File: src/rtl/lfsr_noise_div_pkg.sv
// Package: shared constants and helpers for the noise source with divider.
// Assumes: VARIANT is 0 (eight-state count) or 1 (sixteen-state count).
package lfsr_noise_div_pkg;

    typedef enum logic {
        DIV_HALF_OF_EIGHT = 1'b0,
        DIV_BITS_OF_SIXTEEN = 1'b1
    } div_variant_e;

    // Highest count value before the counter wraps, per variant.
    function automatic int wrap_value(input int variant);
        return (variant == 0) ? 7 : 15;
    endfunction

endpackage

File: src/rtl/lfsr_noise_shreg.sv
// Module: shift register with XOR taps. Produces the raw noise bit ahead of
// the register and loads its complement into stage 0 on each enabled edge.
// Assumes: TAP_A and TAP_B are below LEN; reset is synchronous, active low.
module lfsr_noise_shreg #(
    parameter int LEN   = 24,
    parameter int TAP_A = 10,
    parameter int TAP_B = 23
) (
    input  logic clk,
    input  logic rst_n,
    input  logic adv,
    output logic noise
);

    logic [LEN-1:0] stages;

    // Noise bit: exclusive-OR of the two tapped stages.
    assign noise = stages[TAP_A] ^ stages[TAP_B];

    // Shift up by one stage; stage 0 takes the inverted XOR result.
    always_ff @(posedge clk) begin
        if (!rst_n) begin
            stages <= '0;
        end else if (adv) begin
            stages <= {stages[LEN-2:0], ~noise};
        end
    end

endmodule

File: src/rtl/lfsr_noise_rise.sv
// Module: rising-edge detector for a signal in the clk domain.
// Assumes: d is synchronous to clk; the registered copy resets to 0.
module lfsr_noise_rise (
    input  logic clk,
    input  logic rst_n,
    input  logic d,
    output logic rise
);

    logic d_q;

    // Keep the value d had at the previous edge.
    always_ff @(posedge clk) begin
        if (!rst_n) begin
            d_q <= 1'b0;
        end else begin
            d_q <= d;
        end
    end

    // Rise: high now, low at the previous edge.
    assign rise = d & ~d_q;

endmodule

File: src/rtl/lfsr_noise_count.sv
// Module: wrapping up counter with synchronous clear taking priority.
// Assumes: WRAP fits in CNT_W bits.
module lfsr_noise_count #(
    parameter int CNT_W = 4,
    parameter int WRAP  = 15
) (
    input  logic             clk,
    input  logic             rst_n,
    input  logic             clr,
    input  logic             inc,
    output logic [CNT_W-1:0] cnt
);

    localparam logic [CNT_W-1:0] WRAP_V = CNT_W'(WRAP);

    // Count up on inc and wrap to zero after WRAP; clear wins over inc.
    always_ff @(posedge clk) begin
        if (!rst_n || clr) begin
            cnt <= '0;
        end else if (inc) begin
            cnt <= (cnt == WRAP_V) ? '0 : cnt + 1'b1;
        end
    end

endmodule

File: src/rtl/lfsr_noise_div.sv
// Module: top of the noise source with divider. Links the shift register,
// the edge detector and the edge counter, and decodes the divided outputs
// for the variant selected at build time.
// Assumes: VARIANT 0 or 1; CNT_W of at least 3; single clock domain.
module lfsr_noise_div
    import lfsr_noise_div_pkg::*;
#(
    parameter int SR_LEN  = 24,
    parameter int TAP_A   = 10,
    parameter int TAP_B   = 23,
    parameter int CNT_W   = 4,
    parameter int VARIANT = 1
) (
    input  logic       clk,
    input  logic       rst_n,
    input  logic       shift_en,
    input  logic       cnt_clr,
    output logic       noise_o,
    output logic [1:0] div_o
);

    localparam int WRAP = wrap_value(VARIANT);
    localparam int HALF = (WRAP + 1) / 2;

    logic             noise_rise;
    logic [CNT_W-1:0] edge_cnt;

    lfsr_noise_shreg #(
        .LEN   (SR_LEN),
        .TAP_A (TAP_A),
        .TAP_B (TAP_B)
    ) u_shreg (
        .clk   (clk),
        .rst_n (rst_n),
        .adv   (shift_en),
        .noise (noise_o)
    );

    lfsr_noise_rise u_rise (
        .clk   (clk),
        .rst_n (rst_n),
        .d     (noise_o),
        .rise  (noise_rise)
    );

    lfsr_noise_count #(
        .CNT_W (CNT_W),
        .WRAP  (WRAP)
    ) u_count (
        .clk   (clk),
        .rst_n (rst_n),
        .clr   (cnt_clr),
        .inc   (noise_rise),
        .cnt   (edge_cnt)
    );

    // Output decode chosen by the variant parameter.
    generate
        if (VARIANT == int'(DIV_HALF_OF_EIGHT)) begin : g_half
            // Single output: high in the upper half of the count.
            assign div_o = {1'b0, (edge_cnt >= CNT_W'(HALF))};
        end else begin : g_bits
            // Two outputs: counter bits 2 and 1.
            assign div_o = {edge_cnt[2], edge_cnt[1]};
        end
    endgenerate

endmodule

File: config.mk
export PLATFORM = sky130hd
export DESIGN_NAME = lfsr_noise_div
export DESIGN_NICKNAME = d
export VERILOG_FILES = /design/src/rtl/lfsr_noise_div_pkg.sv /design/src/rtl/lfsr_noise_shreg.sv /design/src/rtl/lfsr_noise_rise.sv /design/src/rtl/lfsr_noise_count.sv /design/src/rtl/lfsr_noise_div.sv
export SDC_FILE = /design/constraint.sdc
export NUM_CORES = 1
export LEC_CHECK = 0
export ABC_AREA = 1
export BUFFER_PORTS_ARGS = -buffer_cell sky130_fd_sc_hd__buf_2
export CORE_MARGIN = 2
export CORE_UTILIZATION = 60
export CTS_CLUSTER_DIAMETER = 60
export DETAILED_ROUTE_END_ITERATION = 8
export GPL_TIMING_DRIVEN = 1
export PLACE_DENSITY_LB_ADDON = 0.15
export SYNTH_ARGS = -nofsm -noshare
export SYNTH_HDL_FRONTEND = slang
export SYNTH_SLANG_ARGS = --single-unit
File: constraint.sdc
create_clock -name clk -period 1.58 [get_ports clk]
set_clock_uncertainty 0.05 [all_clocks]
set_input_delay 0.237 -clock clk [delete_from_list [all_inputs] [get_ports clk]]
set_output_delay 0.237 -clock clk [all_outputs]
set_load 0.02 [all_outputs]
---- Word level (Yosys, flattened, before mapping) ----
Cells that the tools add are included.
storage, ports and cells
  flip-flop bits (word level) ............. 29
  bits of input ports ..................... 4
  output and inout port bits .............. 3
  word-level logic and storage cells ...... 12
operators by class
  $add $sub $neg .......................... 1
  eq/ne operators ......................... 1
  muxes and demuxes ....................... 1
  bitwise gates (word level) .............. 4
  reduce and logical (&&, ||, !) cells .... 2
operators with widths
  operator                                      number
  adder 4 x 1 -> 4 bit (second input constant)  1
  equality test 4 bit (second input constant)   1
  2-to-1 mux 4 bit                              1
  NOT 1 bit                                     2
  bitwise AND 1 bit                             1
  zero test 1 bit                               1
  logical OR 1 bit                              1
  bitwise XOR 1 bit                             1

---- Longest topological paths before layout ----
  depth after elaboration ................. 2
  gate-level depth with buffers ........... 6
  gate-level depth less buffers ........... 6

---- Hierarchy ----
A second synthesis with hierarchy kept.
unflattened totals
  cells, all modules ...................... 141
  area, all modules ....................... 1157.4 µm²
by module, submodules not included
  module            instances  cells an instance  area an instance (µm²)  seq. area each (µm²)
  lfsr_noise_shreg  1          109                928.4                   480.5
  lfsr_noise_count  1          27                 191.4                   80.1
  lfsr_noise_rise   1          5                  37.5                    20.0

---- Least setup slack after synthesis ----
Ideal clock, no wire load.
  path kind ............................... reg-to-reg
  start point ............................. register u_count.cnt[1]
  end point ............................... register u_count.cnt[2]
  setup time .............................. 0.116 ns
  data arrival time ....................... 0.910 ns
  required time ........................... 1.414 ns
  setup slack ............................. 0.504 ns
  stages on the path, launching flop included .. 5
  buffers on the path ..................... 0
  period minus slack after synthesis ...... 1.076 ns
  cells stage by stage .................... dfxtp_1 ha_1 or2_2 nand4_1 a21oi_2
between the ends
  longest elaborated chain between the ends .. 2
  elaborated cells between the ends (all ways) .. 3
  those cells by class .................... add/sub: 1; eq/ne: 1; mux: 1
RTL lines
  element                                                             RTL line                source
  start, declared                                                     lfsr_noise_count.sv:11  output logic [CNT_W-1:0] cnt
  start signal, assigned                                              lfsr_noise_count.sv:21  cnt <= (cnt == WRAP_V) ? '0 : cnt + 1'b1;
  adder 4 x 1 -> 4 bit / equality test 4 bit (equally long branches)  lfsr_noise_count.sv:21
  2-to-1 mux 4 bit *                                                  lfsr_noise_count.sv:21
Every way passes the cells marked *; elsewhere a longest branch is shown, timed or not.
A chain may end at the register's enable or synchronous reset.

---- Worst setup path after layout ----
  start point ............................. register u_shreg.stages[23]
  end point ............................... output noise_o
between the ends
  longest elaborated chain between the ends .. 1
RTL lines
  element                 RTL line                source
  start, declared         lfsr_noise_shreg.sv:15  logic [LEN-1:0] stages;
  start signal, assigned  lfsr_noise_shreg.sv:25  stages <= {stages[LEN-2:0], ~noise};
  bitwise XOR 1 bit       lfsr_noise_shreg.sv:18  assign noise = stages[TAP_A] ^ stages[TAP_B];
  end, declared           lfsr_noise_div.sv:18    output logic noise_o,
No other way between the ends.

==> results.sh <==
export IMPL_powerDensity_nw_per_um2=1130
export IMPL_drt_iter0_markers=20
export IMPL_cts_buffers=5
export IMPL_crit_type="reg2out"
export IMPL_io_pins=7
export IMPL_postSynthAreaPerCell_um2=7.90
export IMPL_cts_hold_buf=0
export IMPL_dieArea_um2=2230
export IMPL_hold_viol_final=0
export IMPL_dp_cells=167
export IMPL_setup_violations=0
export IMPL_startpoint_type="flip-flop"
export IMPL_hold_class="in2reg"
export IMPL_syn_inst=142
export IMPL_antenna_left=0
export IMPL_cts_tree="done"
export IMPL_globalRoute_totalOverflow=0
export IMPL_relSlewSlack=0.737
export IMPL_first_global_vias=738
export IMPL_ys_seq_area_frac=0.517
export IMPL_antenna_found_initial=0
export IMPL_grt_max_degree=26
export IMPL_critPathMaxStageDelay_ps=330
export IMPL_die_x_um=47.3
export IMPL_final_fill_count=165
export IMPL_io_buffers=6
export IMPL_clk_pin_slew_ps=80
export IMPL_yosysWarnings=0
export IMPL_cts_sinks=29
export IMPL_grt_usage=0.203
export IMPL_critPathCaptureType="output port"
export IMPL_synth_seq_cells=29
export IMPL_peakVddDrop_mv=0.705
export IMPL_cp_slowest_cell="dfxtp_1"
export IMPL_p_leak_nw=0.501
export IMPL_die_h_um=47.3
export IMPL_fmax_ghz=0.734
export IMPL_critPathArrivalTime_ps=1080
export IMPL_fin_crit_sh=0.863
export IMPL_crit_fanout=9
export IMPL_area_growth_pct=7.47
export IMPL_rows=15
export IMPL_clock_latency_ps=320
export IMPL_critPathTopFamily="flip-flops"
export IMPL_drt_total_wl_um=1860
export IMPL_critPathRequiredTime_ps=1290
export IMPL_cp_cell_sequence="inv_1, nand2_2, nand2_4, buf_2"
export IMPL_vias=892
export IMPL_post_cts_buffers=0
export IMPL_start_util=0.643
export IMPL_tightest_slew_ps=393
export IMPL_worst_path_buf_inv=2
export IMPL_maxCapViolCount=0
export IMPL_syn_num_nets=147
export IMPL_synth_area_um2=1120
export IMPL_tns_ps=0
export IMPL_cts_root_buffer_cell="clkbuf_4"
export IMPL_drtPass1Iterations=5
export IMPL_core_area_um2=1750
export IMPL_stdcell_count=174
export IMPL_drc=0
export IMPL_antenna_cells=0
export IMPL_fin_util=0.691
export IMPL_drive_gt1_frac=0.181
export IMPL_ys_types=18
export IMPL_grt_pass1_wl_um=2950
export IMPL_layout_nets=154
export IMPL_clockBufferDepth=2
export IMPL_rsz0062_at_grt="false"
export IMPL_htreeDepth=2
export IMPL_status="complete, no violations"
export IMPL_post_cts_resized=0
export IMPL_period_needed_ps=1360
export IMPL_viasPerCell=5.13
export IMPL_dp_hpwl_um=1170
export IMPL_gp_congestion=0.661
export IMPL_slew_violations=0
export IMPL_wl_per_cell_um=10.7
worst register-to-register path: stages, from the launching register on:
cell     delay (ps)
dfxtp_1         350
ha_1            220
or2_2           270
nand4_1         100
a21oi_2          50
placed cells by master (no fill, tap or decap), drive strengths merged:
| cell type | n |
|---|---|
| a21oi | 9 |
| buf | 8 |
| clkbuf | 7 |
| dfxtp | 29 |
| ha | 1 |
| inv | 11 |
| nand2 | 11 |
| nand3 | 3 |
| nand3b | 1 |
| nand4 | 2 |
| nor2 | 42 |
| o21ai | 24 |
| or2 | 1 |
cell type report:
class	instances	area, um^2	area share
Sequential cell	29	581	0.481
Tap cell	25	31.3	0.0259
Timing Repair Buffer	8	45.0	0.0373
Multi-Input combinational cell	94	453	0.376
Inverter	11	41.3	0.0342
Clock buffer	7	55.1	0.0456
state kept, by name (all words and copies together), names as in the netlist:
signal and flops:
u_count.cnt 4, u_rise.d_q 1, u_shreg.stages 24
where the power goes:
part / switching (W) / internal, W / total, W
Clock: 0.000237 / 0.000210 / 0.000447
Combinational: 0.0000817 / 0.0000429 / 0.000125
Sequential: 0.0000195 / 0.000772 / 0.000792
Total: 0.000338 / 0.00102 / 0.00136
cell usage after synthesis, drive strengths merged:
cell | number | area share
nand4 | 2 | 0.011
a21oi | 9 | 0.054
nand3b | 1 | 0.0067
or2 | 1 | 0.0056
ha | 1 | 0.011
nand3 | 3 | 0.013
inv | 11 | 0.037
dfxtp | 29 | 0.52
nor2 | 42 | 0.14
o21ai | 24 | 0.11
nand2 | 11 | 0.055
buf | 8 | 0.042
path summary, 6_finish.rpt:
kind,from,end,slack [ps],cells past startpoint
worst min register to register,u_shreg.stages[0],u_shreg.stages[1],410,2
worst min-delay path,rst_n,u_shreg.stages[13],150,3
worst max-delay path,u_shreg.stages[23],noise_o,220,4
worst max register to register,u_count.cnt[1],u_count.cnt[2],440,4
logic make-up after synthesis:
kind of cell	count (synthesis)	share of synthesized area
simple gates	60	0.232
buf+inv	19	0.0791
flops	29	0.517
compound gates	33	0.161
fa+ha+maj	1	0.0111
through the flow:
step / instance area (um^2) / setup WS [ps] / hold slack (ps) / total power [W]
after floorplan: 1120 / 504 / 325 / 0.000904
after global placement: 1150 / 496 / 403 / 0.000928
after global routing: 1210 / 155 / 153 / 0.00142
after detailed placement: 1150 / 453 / 409 / 0.000933
final: 1210 / 217 / 154 / 0.00136
after CTS: 1210 / 203 / 148 / 0.00137
routing by layer:
layer | global-route usage | up-vias | share of wire
li1 | - | 467 | -
met1 | 0.225 | 397 | 0.48
met2 | 0.289 | 20 | 0.44
met3 | 0.119 | 8 | 0.048
met4 | 0.139 | 0 | 0.036
met5 | 0 | - | 0
No activity file was read; power rests on OpenSTA's default activity.
